<file path="config.mk">
export PLATFORM = sky130hd
export DESIGN_NAME = sprite_window_port
export DESIGN_NICKNAME = d
export VERILOG_FILES = /design/src/rtl/sprw_pkg.sv /design/src/rtl/sprw_regs.sv /design/src/rtl/sprw_decode.sv /design/src/rtl/sprw_arb.sv /design/src/rtl/sprite_window_port.sv
export SDC_FILE = /design/constraint.sdc
export NUM_CORES = 1
export LEC_CHECK = 0
export ABC_AREA = 1
export BUFFER_PORTS_ARGS = -buffer_cell sky130_fd_sc_hd__buf_2
export CORE_AREA = 2 2 42 44
export DETAILED_ROUTE_END_ITERATION = 8
export DIE_AREA = 0 0 44 46
export HOLD_SLACK_MARGIN = 0.02
export PLACE_DENSITY = 0.78
export REMOVE_ABC_BUFFERS = 1
export SLEW_MARGIN = 10
export SYNTH_ARGS = -nofsm -noshare
export SYNTH_HDL_FRONTEND = slang
export SYNTH_SLANG_ARGS = --single-unit
</file>
<file path="constraint.sdc">
create_clock -name clk -period 1.1 [get_ports clk]
set_input_delay 0.22 -clock clk [delete_from_list [all_inputs] [get_ports clk]]
set_output_delay 0.22 -clock clk [all_outputs]
set_load 0.02 [all_outputs]
</file>
<file path="src/rtl/sprw_pkg.sv">
`timescale 1ns/1ps
package sprw_pkg;

  // Classification of the current CPU memory access
  typedef enum logic [1:0] {
    ACC_NONE   = 2'd0,
    ACC_SYS_WR = 2'd1,
    ACC_SPR_WR = 2'd2
  } acc_kind_e;

  // Default geometry
  localparam int unsigned DEF_ADDR_W   = 16;
  localparam int unsigned DEF_DATA_W   = 8;
  localparam int unsigned DEF_PAGE_W   = 5;
  localparam int unsigned DEF_WIN_W    = 12;
  localparam int unsigned DEF_WIN_BASE = 1;
  localparam int unsigned DEF_LOAD_BIT = 7;

endpackage

</file>
<file path="src/rtl/sprw_regs.sv">
`timescale 1ns/1ps
module sprw_regs #(
  parameter int unsigned DATA_W   = sprw_pkg::DEF_DATA_W,
  parameter int unsigned PAGE_W   = sprw_pkg::DEF_PAGE_W,
  parameter int unsigned LOAD_BIT = sprw_pkg::DEF_LOAD_BIT
) (
  input  logic              clk,
  input  logic              rst_n,
  input  logic [DATA_W-1:0] wdata,
  input  logic              msel_wr,
  input  logic              page_wr,
  output logic              win_en,
  output logic [PAGE_W-1:0] page
);

  logic              en_q,   en_d;
  logic [PAGE_W-1:0] page_q, page_d;
  logic              en_ce,  page_ce;

  // Clock enables written out
  always_comb begin
    en_ce   = msel_wr;
    page_ce = page_wr & wdata[LOAD_BIT];
  end

  // Next state
  always_comb begin
    en_d   = en_q;
    page_d = page_q;
    if (en_ce)   en_d   = wdata[LOAD_BIT];
    if (page_ce) page_d = wdata[PAGE_W-1:0];
  end

  // State registers
  always_ff @(posedge clk or negedge rst_n) begin
    if (!rst_n) begin
      en_q   <= 1'b0;
      page_q <= '0;
    end else begin
      if (en_ce)   en_q   <= en_d;
      if (page_ce) page_q <= page_d;
    end
  end

  assign win_en = en_q;
  assign page   = page_q;


  page_hold_chk: assert property (@(posedge clk) disable iff (!rst_n)
    (page_wr && !wdata[LOAD_BIT]) |=> $stable(page_q));


  en_load_chk: assert property (@(posedge clk) disable iff (!rst_n)
    msel_wr |=> (en_q == $past(wdata[LOAD_BIT])));

endmodule

</file>
<file path="src/rtl/sprw_decode.sv">
`timescale 1ns/1ps
module sprw_decode
  import sprw_pkg::*;
#(
  parameter int unsigned ADDR_W   = DEF_ADDR_W,
  parameter int unsigned PAGE_W   = DEF_PAGE_W,
  parameter int unsigned WIN_W    = DEF_WIN_W,
  parameter int unsigned WIN_BASE = DEF_WIN_BASE
) (
  input  logic                    cpu_wr,
  input  logic [ADDR_W-1:0]       cpu_addr,
  input  logic                    win_en,
  input  logic [PAGE_W-1:0]       page,
  output acc_kind_e               kind,
  output logic [PAGE_W+WIN_W-1:0] spr_addr
);

  localparam int unsigned TAG_W = ADDR_W - WIN_W;
  localparam logic [TAG_W-1:0] WIN_TAG = TAG_W'(WIN_BASE);

  logic in_win;

  always_comb begin
    in_win = (cpu_addr[ADDR_W-1:WIN_W] == WIN_TAG);
    kind   = ACC_NONE;
    if (cpu_wr) begin
      if (win_en && in_win) kind = ACC_SPR_WR;
      else                  kind = ACC_SYS_WR;
    end
    spr_addr = {page, cpu_addr[WIN_W-1:0]};
  end

endmodule

</file>
<file path="src/rtl/sprw_arb.sv">
`timescale 1ns/1ps
module sprw_arb
  import sprw_pkg::*;
(
  input  logic      clk,
  input  logic      rst_n,
  input  acc_kind_e kind,
  input  logic      sprites_on,
  input  logic      rnd_req,
  output logic      cpu_wait,
  output logic      spr_we,
  output logic      sys_we
);

  logic bus_busy;
  logic spr_pend;

  // Renderer owns the bus whenever it asks while sprites run
  always_comb begin
    bus_busy = sprites_on & rnd_req;
    spr_pend = (kind == ACC_SPR_WR);
    cpu_wait = spr_pend & bus_busy;
    spr_we   = spr_pend & ~bus_busy;
    sys_we   = (kind == ACC_SYS_WR);
  end


  bus_excl_chk: assert property (@(posedge clk) disable iff (!rst_n)
    (sprites_on && rnd_req) |-> !spr_we);


  wait_quiet_chk: assert property (@(posedge clk) disable iff (!rst_n)
    cpu_wait |-> (!spr_we && !sys_we));


  no_stall_off_chk: assert property (@(posedge clk) disable iff (!rst_n)
    !sprites_on |-> !cpu_wait);

endmodule

</file>
<file path="src/rtl/sprite_window_port.sv">
`timescale 1ns/1ps
module sprite_window_port
  import sprw_pkg::*;
#(
  parameter int unsigned ADDR_W      = DEF_ADDR_W,
  parameter int unsigned DATA_W      = DEF_DATA_W,
  parameter int unsigned PAGE_W      = DEF_PAGE_W,
  parameter int unsigned WIN_W       = DEF_WIN_W,
  parameter int unsigned WIN_BASE    = DEF_WIN_BASE,
  parameter int unsigned LOAD_BIT    = DEF_LOAD_BIT,
  parameter int unsigned SYNC_STAGES = 2
) (
  input  logic                    clk,
  input  logic                    rst_n,
  input  logic [ADDR_W-1:0]       cpu_addr,
  input  logic [DATA_W-1:0]       cpu_wdata,
  input  logic                    cpu_wr,
  input  logic                    cpu_rd,
  input  logic                    msel_wr,
  input  logic                    page_wr,
  input  logic                    sprites_on,
  input  logic                    rnd_req,
  output logic                    cpu_wait,
  output logic                    sys_we,
  output logic                    sys_re,
  output logic                    spr_we,
  output logic [PAGE_W+WIN_W-1:0] spr_addr,
  output logic [DATA_W-1:0]       spr_wdata
);

  localparam int unsigned SPR_AW = PAGE_W + WIN_W;

  // Reset: asserted asynchronously, released through a synchroniser
  logic [SYNC_STAGES-1:0] rst_pipe;
  logic                   rst_s_n;

  always_ff @(posedge clk or negedge rst_n) begin
    if (!rst_n) rst_pipe <= '0;
    else        rst_pipe <= {rst_pipe[SYNC_STAGES-2:0], 1'b1};
  end
  assign rst_s_n = rst_pipe[SYNC_STAGES-1];

  logic              win_en;
  logic [PAGE_W-1:0] page;
  acc_kind_e         kind;
  logic [SPR_AW-1:0] dec_addr;

  sprw_regs #(
    .DATA_W  (DATA_W),
    .PAGE_W  (PAGE_W),
    .LOAD_BIT(LOAD_BIT)
  ) u_regs (
    .clk    (clk),
    .rst_n  (rst_s_n),
    .wdata  (cpu_wdata),
    .msel_wr(msel_wr),
    .page_wr(page_wr),
    .win_en (win_en),
    .page   (page)
  );

  sprw_decode #(
    .ADDR_W  (ADDR_W),
    .PAGE_W  (PAGE_W),
    .WIN_W   (WIN_W),
    .WIN_BASE(WIN_BASE)
  ) u_decode (
    .cpu_wr  (cpu_wr),
    .cpu_addr(cpu_addr),
    .win_en  (win_en),
    .page    (page),
    .kind    (kind),
    .spr_addr(dec_addr)
  );

  sprw_arb u_arb (
    .clk       (clk),
    .rst_n     (rst_s_n),
    .kind      (kind),
    .sprites_on(sprites_on),
    .rnd_req   (rnd_req),
    .cpu_wait  (cpu_wait),
    .spr_we    (spr_we),
    .sys_we    (sys_we)
  );

  // Reads always fall through to system RAM
  assign sys_re    = cpu_rd;
  assign spr_addr  = dec_addr;
  assign spr_wdata = cpu_wdata;


  read_no_spr_chk: assert property (@(posedge clk) disable iff (!rst_s_n)
    (cpu_rd && !cpu_wr) |-> !spr_we);


  win_no_sys_chk: assert property (@(posedge clk) disable iff (!rst_s_n)
    spr_we |-> !sys_we);

endmodule

</file>
==> results of run 1 <==
layout make-up:
cell class,instances,area share
flip-flops and latches,8,0.367
repair buffers,32,0.317
multi-input cells,25,0.216
clock buffers,3,0.0413
well taps,17,0.0390
inverters,3,0.0206
synthesized netlist by cell type:
master	count	area, um^2
buf_4	21	158
nand2_1	11	41.3
dfrtp_1	8	200
nand3_1	5	25.0
inv_1	3	11.3
nor2_1	3	11.3
a31oi_1	1	6.26
conb_1	1	3.75
mux2_2	1	11.3
nand2_2	1	6.26
nand4_1	1	6.26
nor2_2	1	6.26
power by group:
part,switching (mW),total (mW),leakage [nW],internal [mW]
combinational,0.100,0.170,0.215,0.0697
sequential,0.0182,0.343,0.0969,0.325
clock,0.0908,0.215,0.0138,0.124
path summary, 6_finish.rpt:
check,cells past startpoint,to,startpoint,slack (ns)
max,3,cpu_wait,u_regs.win_en,-0.09
min in group clk,2,u_regs.win_en,msel_wr,0.22
max in group asynchronous,2,rst_pipe[1],rst_n,0.73
min,0,u_regs.page[3],rst_pipe[1],0.1
min reg2reg,0,u_regs.page[3],rst_pipe[1],0.1
max reg2reg,2,u_regs.win_en,u_regs.win_en,0.22
metrics by stage:
| stage | cell area [um^2] | util |
|---|---|---|
| 6_report | 546 | 0.338 |
| 5_1_grt | 546 | 0.338 |
| 4_1_cts | 546 | 0.338 |
| 3_5_place_dp | 500 | 0.310 |
| 3_3_place_gp | 500 | 0.310 |
| 2_1_floorplan | 329 | - |
layer usage:
layer	GRT usage	up-vias
met5	0.0857	-
met4	0.0545	0
met3	0.115	0
met2	0.141	36
met1	0.128	172
li1	-	186
registers in the layout (all words and copies together) (netlist names):
signal	flops
u_regs.win_en	1
rst_pipe	2
u_regs.page	5
critical path, stage by stage (launching register included):
cell	delay (ns)
dfrtp_1	0.36
nand4_1	0.10
nor2_1	0.11
buf_4	0.15
logic make-up (layout without fill, tap and decap cells):
family / count (synthesis) / count (layout) / synth area share
buffers and inverters: 24 / 38 / 0.347
AND/OR/NAND/NOR: 22 / 22 / 0.198
flip-flops: 8 / 8 / 0.411
other: 1 / 1 / 0.00770
AO/OA/AOI/OAI: 1 / 1 / 0.0129
multiplexers: 1 / 1 / 0.0231
timing repair:
item	4_1_cts	5_1_grt
pin swaps	4	2
cloned	0	0
resized for setup	2	0
hold endpoints to repair	2	0
hold buffers	1	0
buffers inserted	1	0
setup endpoints to repair	3	3
==> impl_metrics.toml, run 1 <==
[min_path]
hold_path_class = "reg2async"

[timing]
rsz0062_at_grt = "true"
finalWorstSetupSlack_ns = -0.0869
final.setup_skew_ns = 0.00108
maxSlewViolCount = 0
hold_violations = 0
min_period_over_period = 1.08
fmax_mhz = 843
setup_viol = 3
fin_crit_ns = 1.19
whs_ns = 0.0969
totalNegativeSetupSlack_ns = -0.227

[grt]
grt_pass1_vias = 344
grt_max_degree = 9
grt_overflow = 0
antenna_found_initial = 0
grt_usage = 0.118
grt_pass1_wl_mm = 1.61

[placement]
dp_cells = 83
gp_congestion = 0.706
place_ws_ns = 0.0185
portBuffers = 30
hpwl_um = 941

[clock_network]
clock_sinks = 8
h-tree-depth = 1
clock_latency_ns = 0.24
clockBufferDepth = 2
cts_tree = "done"
clkTransAtPathRegs_ns = 0.05
cts_buffers = 3
clock-root-buffer = "clkbuf_4"

[cells_and_area]
antenna_cells = 0
fillCellCount = 174
area_growth_syn_to_layout_pct = 12.1
final_cell_mix = "buf_2, nand2_1, dfrtp_1"
final-seq-area_um2 = 200
multiInputGateArea_um2 = 118
final_common_cell = "buf_2"
fin_cells = 88
layout.nets = 105
drive_gt1_frac = 0.521

[worst_setup_path]
crit_required_ns = 0.88
critical_path_class = "reg2out"
cp-end-kind = "primary output"
critPathArrivalTime_ns = 0.97
start_kind = "register"
cp_max_fo = 3

[routing]
totalWireLength_mm = 1.15
wl_per_cell_um = 13.0
met1_length_um = 436
detail-route-antenna-nets = 0
wl_met3_um = 233
top_layer = "met3"
firstDrtPassIters = 2
drc = 0
wl_met2_um = 476
drt_iter0_markers = 1
via_per_inst = 4.48
vias = 394

[power]
p_leak_nw = 0.326
ir_worst_vdd_mv = 0.524
p_per_area_nw_per_um2 = 1340
total_power_mw = 0.729

[synthesis]
ys_warn_count = 0
synthesis.area_um2 = 487
ys_ff_latch = 8
ys_types = 12
avgSynthCellArea_um2 = 8.54
synthCells = 57
yosysSeqAreaShare = 0.411

[die]
initial_core_util = 0.302
core_um2 = 1610
die_x_um = 44
die_h_um = 46
dieArea_um2 = 2020
rows = 15
ios = 61

[run_status]
violations = "negative setup slack"
status = "complete, but fails checks"

[run]
drv_cap = 0
(Power assumes the default switching activity.)
==> run 2: changes to the inputs <==
--- a/config.mk
+++ b/config.mk
@@ -5,13 +5,12 @@
 export SDC_FILE = /design/constraint.sdc
 export NUM_CORES = 1
 export LEC_CHECK = 0
-export ABC_AREA = 1
 export BUFFER_PORTS_ARGS = -buffer_cell sky130_fd_sc_hd__buf_2
 export CORE_AREA = 2 2 42 44
 export DETAILED_ROUTE_END_ITERATION = 8
 export DIE_AREA = 0 0 44 46
 export HOLD_SLACK_MARGIN = 0.02
-export PLACE_DENSITY = 0.78
+export PLACE_DENSITY = 0.79
 export REMOVE_ABC_BUFFERS = 1
 export SLEW_MARGIN = 10
 export SYNTH_ARGS = -nofsm -noshare
==> run 2 against run 1 <==
The flow still finishes with violations (negative setup slack). Final cell count fell by 15%. Die area unchanged. Worst setup slack worse by 0.29 ns. Via count decreased by 11%. Design area is 2.3% higher. Utilization increased by 0.78 points. Register-to-register slack better by 0.14 ns. Worst hold slack got worse by 0.013 ns. Global-route usage shrank 1.2 points. Flip-flop and latch count unchanged. Sequential power is essentially flat. Critical path type is now in2out. Critical endpoint is now spr_we. Largest cell class unchanged.
==> impl_metrics.toml, run 2 <==
[routing]
via_per_inst = 4.67
detail-route-antenna-nets = 0
vias = 350
drc = 0
totalWireLength_mm = 1.03
wl_per_cell_um = 13.7
firstDrtPassIters = 1
drt_iter0_markers = 0

[cells_and_area]
final_common_cell = "buf_2"
final_cell_mix = "buf_2, dfrtp_1, mux2_2"
final-seq-area_um2 = 200
area_growth_syn_to_layout_pct = 12.3
largest_reg_flops = 5
layout.nets = 92
multiInputGateArea_um2 = 131
drive_gt1_frac = 0.690
fillCellCount = 174
antenna_cells = 0
design_area_um2 = 558

[synthesis]
synth_top_area_cell = "dfrtp_1"
async_reset_ff_frac = 1.00
synthFlopType = "dfrtp_1"
synth_area_leaders = "dfrtp_1, buf_4, mux2_2, a2111oi_4, or4b_4"
synthesis.area_um2 = 497
synth_top_area_share = 0.403
synthCells = 45
yosysSeqAreaShare = 0.403
avgSynthCellArea_um2 = 11.0
ys_warn_count = 0
ys_ff_latch = 8
yosys-top-cells-count = "buf_4, dfrtp_1, mux2_2"
synth_edf_count = 0
synth.most_common_cell = "buf_4"
ys_types = 12

[worst_setup_path]
reg2reg_slack_ns = 0.36
worstReg2RegStart = "u_regs.page[2]"
critical_path_class = "in2out"
start_kind = "input port"
critPathLaunch = "cpu_addr[13]"
crit_required_ns = 0.88
slowest_stage = "or4b_4"
cpPeakStageDelay_ns = 0.55
path_cells = "buf_6, or4b_4, a2111oi_4, buf_4"
crit_end = "spr_we"
cp_max_fo = 3
crit-reg2reg-capture = "u_regs.page[2]"
ff2ff_path_depth = 1
critPathArrivalTime_ns = 1.26
cp-end-kind = "primary output"

[power]
netSwitchingPower_mw = 0.215
swShare = 0.285
p_int_mw = 0.538
p_comb_frac = 0.249
clkPwrFrac = 0.293
p_leak_nw = 0.285
ir_worst_vdd_mv = 0.763
p_per_area_nw_per_um2 = 1350
seqPwrFrac = 0.458
total_power_mw = 0.752

[grt]
antenna_found_initial = 0
grt_pass1_wl_mm = 1.41
grt_overflow = 0
grt_pass1_vias = 314
grt_usage = 0.106
grt_max_degree = 7

[timing]
fmax_mhz = 676
setup_viol = 3
rsz0062_at_grt = "true"
finalWorstSetupSlack_ns = -0.378
final.setup_skew_ns = 0.00572
maxSlewViolCount = 0
fin_crit_ns = 1.48
min_period_over_period = 1.34
hold_violations = 0
whs_ns = 0.0838

[clock_network]
clockBufferDepth = 2
clock_sinks = 8
clkTransAtPathRegs_ns = 0.06
cts_buffers = 3
h-tree-depth = 1
post_cts_buffers = 0
clock_latency_ns = 0.25
cts_tree = "done"
clock-root-buffer = "clkbuf_4"

[run_status]
status = "complete, but fails checks"
violations = "negative setup slack"

[die]
dieArea_um2 = 2020
core_um2 = 1610
ios = 61
initial_core_util = 0.308
rows = 15
die_h_um = 46
die_x_um = 44

[placement]
portBuffers = 30
gp_congestion = 0.569
dpl_cell_area_um2 = 510
hpwl_um = 839

[run]
drv_cap = 0

[min_path]
hold_path_class = "reg2async"
-- run 2: changes by cell type in the layout (fill, tap and decap cells not counted), sizes merged, moves of 4 or more --
cell / change
nand2: -10
mux2: +4
nand3: -4
nor2: -4
-- run 2: cell type report --
type                            count  share of cell area
Timing Repair Buffer               31               0.314
Inverter                            2              0.0135
Clock buffer                        3              0.0404
Sequential cell                     8               0.359
Tap cell                           17              0.0381
Multi-Input combinational cell     14               0.235
-- run 2: worst max-delay path, delay by kind of cell --
family          cells  cell delay [ns]
buf+inv             2             0.28
compound gates      1             0.20
simple gates        1             0.55
-- run 2: through the flow --
| stage | std cells | worst slack (ns) | utilization | setup TNS (ns) |
|---|---|---|---|---|
| floorplan | 24 | -0.406 | - | -0.860 |
| global placement | 71 | -0.455 | 0.316 | -1.11 |
| detailed placement | 71 | -0.482 | 0.316 | -1.16 |
| CTS | 75 | -0.375 | 0.346 | -1.04 |
| global route | 75 | -0.420 | 0.346 | -1.15 |
| finish | 75 | -0.378 | 0.346 | -1.04 |
-- run 2: kinds of logic (layout without fill, tap and decap cells) --
logic type	after synthesis	count (layout)	synth area share
DFF	8	8	0.403
other	1	1	0.00755
buffers and inverters	23	36	0.332
muxes	5	5	0.113
and+or+nand+nor	5	5	0.0630
AOI/OAI and AO/OA	3	3	0.0806
-- run 2: what timing repair did --
| action | CTS | global route |
|---|---|---|
| endpoints found under the hold margin | 2 | 0 |
| cloned | 0 | 0 |
| resized for setup | 4 | 0 |
| pin swaps | 3 | 1 |
| hold buffers | 1 | 0 |
| endpoints found under the setup margin | 3 | 3 |
-- run 2: per-layer routing --
layer	GRT usage	share of wire
met3	0.147	0.20
met5	0.0857	0
met1	0.0988	0.32
met2	0.138	0.48
met4	0	0
-- run 2: worst min-delay path by stage --
| stage | startpoint | endpoint | slack, ns | cells past startpoint |
|---|---|---|---|---|
| floorplan | rst_n | rst_pipe[0] | -0.08 | 0 |
| global placement | rst_n | rst_pipe[0] | 0.006 | 1 |
| detailed placement | rst_n | rst_pipe[0] | 0.007 | 1 |
| CTS | rst_pipe[1] | u_regs.win_en | 0.10 | 0 |
| global route | rst_pipe[1] | u_regs.page[4] | 0.12 | 0 |
| finish | rst_pipe[1] | u_regs.win_en | 0.08 | 0 |
-- run 2: power groups by stage --
stage / combinational, mW / clock (mW) / sequential [mW]
3_3_place_gp: 0.177 / 0 / 0.349
2_1_floorplan: 0.0480 / 0 / 0.385
5_1_grt: 0.199 / 0.255 / 0.350
6_report: 0.187 / 0.221 / 0.345
3_5_place_dp: 0.180 / 0 / 0.351
4_1_cts: 0.189 / 0.230 / 0.346
==> run 3: changes to the inputs <==
--- a/config.mk
+++ b/config.mk
@@ -6,11 +6,13 @@
 export NUM_CORES = 1
 export LEC_CHECK = 0
 export BUFFER_PORTS_ARGS = -buffer_cell sky130_fd_sc_hd__buf_2
-export CORE_AREA = 2 2 42 44
+export CELL_PAD_IN_SITES_DETAIL_PLACEMENT = 1
+export CELL_PAD_IN_SITES_GLOBAL_PLACEMENT = 2
+export CORE_AREA = 2 2 59 61
 export DETAILED_ROUTE_END_ITERATION = 8
-export DIE_AREA = 0 0 44 46
+export DIE_AREA = 0 0 61 63
 export HOLD_SLACK_MARGIN = 0.02
-export PLACE_DENSITY = 0.79
+export PLACE_DENSITY_LB_ADDON = 0.1
 export REMOVE_ABC_BUFFERS = 1
 export SLEW_MARGIN = 10
 export SYNTH_ARGS = -nofsm -noshare
==> constraint.sdc (replaced) <==
create_clock -name clk -period 1.1 [get_ports clk]
set_input_delay 0.165 -clock clk [delete_from_list [all_inputs] [get_ports clk]]
set_output_delay 0.165 -clock clk [all_outputs]
set_load 0.02 [all_outputs]
==> run 3 against run 2 <==
The flow still finishes with violations (negative setup slack). Final cell count rose by 39%. Register-to-register slack got worse by 0.02 ns. Via count fell by 1.4%. Largest cell class unchanged. Largest power group unchanged.
==> impl_metrics.toml, run 3 (same netlist as run 2, synthesis figures left out) <==
[die]
initial_core_util = 0.154
die_x_um = 61
core_um2 = 3230
ios = 61
dieArea_um2 = 3840
die_h_um = 63
rows = 21

[min_path]
hold_path_class = "reg2async"

[power]
p_int_mw = 0.537
ir_worst_vdd_mv = 0.612
p_per_area_nw_per_um2 = 1250
p_comb_frac = 0.256
netSwitchingPower_mw = 0.210
seqPwrFrac = 0.463
swShare = 0.281
total_power_mw = 0.748
p_leak_nw = 0.285
clkPwrFrac = 0.282

[placement]
gp_congestion = 0.653
dpl_cell_area_um2 = 547
portBuffers = 30
hpwl_um = 982

[routing]
vias = 345
wl_met2_um = 529
drt_iter0_markers = 4
top_layer = "met3"
detail-route-antenna-nets = 0
firstDrtPassIters = 2
wl_met3_um = 227
drc = 0
via_per_inst = 3.32
met1_length_um = 446
wl_per_cell_um = 11.6
totalWireLength_mm = 1.20

[worst_setup_path]
critPathArrivalTime_ns = 1.22
critical_path_class = "in2out"
cp_max_fo = 3
start_kind = "input port"
cp-end-kind = "primary output"
crit_required_ns = 0.94

[grt]
grt_max_degree = 7
grt_pass1_wl_mm = 1.75
antenna_found_initial = 0
grt_overflow = 0
grt_pass1_vias = 354
grt_usage = 0.0640

[run]
drv_cap = 0

[run_status]
status = "complete, but fails checks"
violations = "negative setup slack"

[timing]
rsz0062_at_grt = "true"
setup_viol = 3
final.setup_skew_ns = 0.00192
fin_crit_ns = 1.38
finalWorstSetupSlack_ns = -0.284
fmax_mhz = 723
maxSlewViolCount = 0
hold_violations = 0
min_period_over_period = 1.26
totalNegativeSetupSlack_ns = -0.731

[cells_and_area]
utilization = 0.185
antenna_cells = 0
largest_reg_flops = 5
final_common_cell = "buf_2"
layout.nets = 92
final_cell_mix = "buf_2, dfrtp_1, mux2_2"
area_growth_syn_to_layout_pct = 20.2
drive_gt1_frac = 0.690
design_area_um2 = 597

[clock_network]
clock_latency_ns = 0.24
clkTransAtPathRegs_ns = 0.05
h-tree-depth = 1
clock-root-buffer = "clkbuf_4"
cts_buffers = 3
clock_sinks = 8
cts_tree = "done"
clockBufferDepth = 2
## run 3: final cells by class
class                   count  area [um^2]
multi-input cells          14          131
well taps                  46         57.6
flip-flops and latches      8          200
clock buffers               3         22.5
repair buffers             31          178
fillers                   376         2640
inverters                   2         7.51
## run 3: repair_timing
| action | in CTS | in global routing |
|---|---|---|
| setup endpoints to repair | 3 | 3 |
| setup buffers | 0 | 0 |
| pin swaps | 2 | 1 |
| resized for setup | 2 | 3 |
| hold buffers | 1 | 0 |
| endpoints found under the hold margin | 2 | 0 |
## run 3: power groups by stage
stage,registers (mW),logic (mW),clock network (mW)
final,0.346,0.191,0.211
after global routing,0.351,0.207,0.246
after CTS,0.347,0.191,0.228
after detailed placement,0.352,0.186,0
after global placement,0.351,0.188,0
after floorplan,0.385,0.0480,0
## run 3: worst paths after layout
check	start	end	slack, ns	cells after the start
hold reg to reg	rst_pipe[1]	u_regs.page[1]	0.1	0
max in group asynchronous	rst_n	rst_pipe[1]	0.77	2
setup reg to reg	u_regs.win_en	u_regs.win_en	0.34	2
hold / removal	rst_pipe[1]	u_regs.page[1]	0.1	0
setup / recovery	cpu_addr[13]	spr_we	-0.28	4
min in group clk	msel_wr	u_regs.win_en	0.15	2
## run 3: metrics by stage
| stage | hold WS, ns | instances | worst slack, ns |
|---|---|---|---|
| 6_report | 0.0954 | 104 | -0.284 |
| 5_1_grt | 0.121 | 104 | -0.329 |
| 4_1_cts | 0.111 | 104 | -0.286 |
| 3_5_place_dp | -0.0483 | 100 | -0.392 |
| 3_3_place_gp | -0.0485 | 100 | -0.372 |
| 2_1_floorplan | -0.131 | 24 | -0.296 |
## run 3: worst max-delay path: stages
cell and delay (ns):
buf_6 0.09, or4b_4 0.55, a2111oi_4 0.21, buf_4 0.20
## run 3: layer usage
layer | global-route usage | up-vias
met5 | 0 | -
li1 | - | 152
met4 | 0 | 0
met3 | 0.0828 | 0
met1 | 0.0665 | 156
met2 | 0.0860 | 37
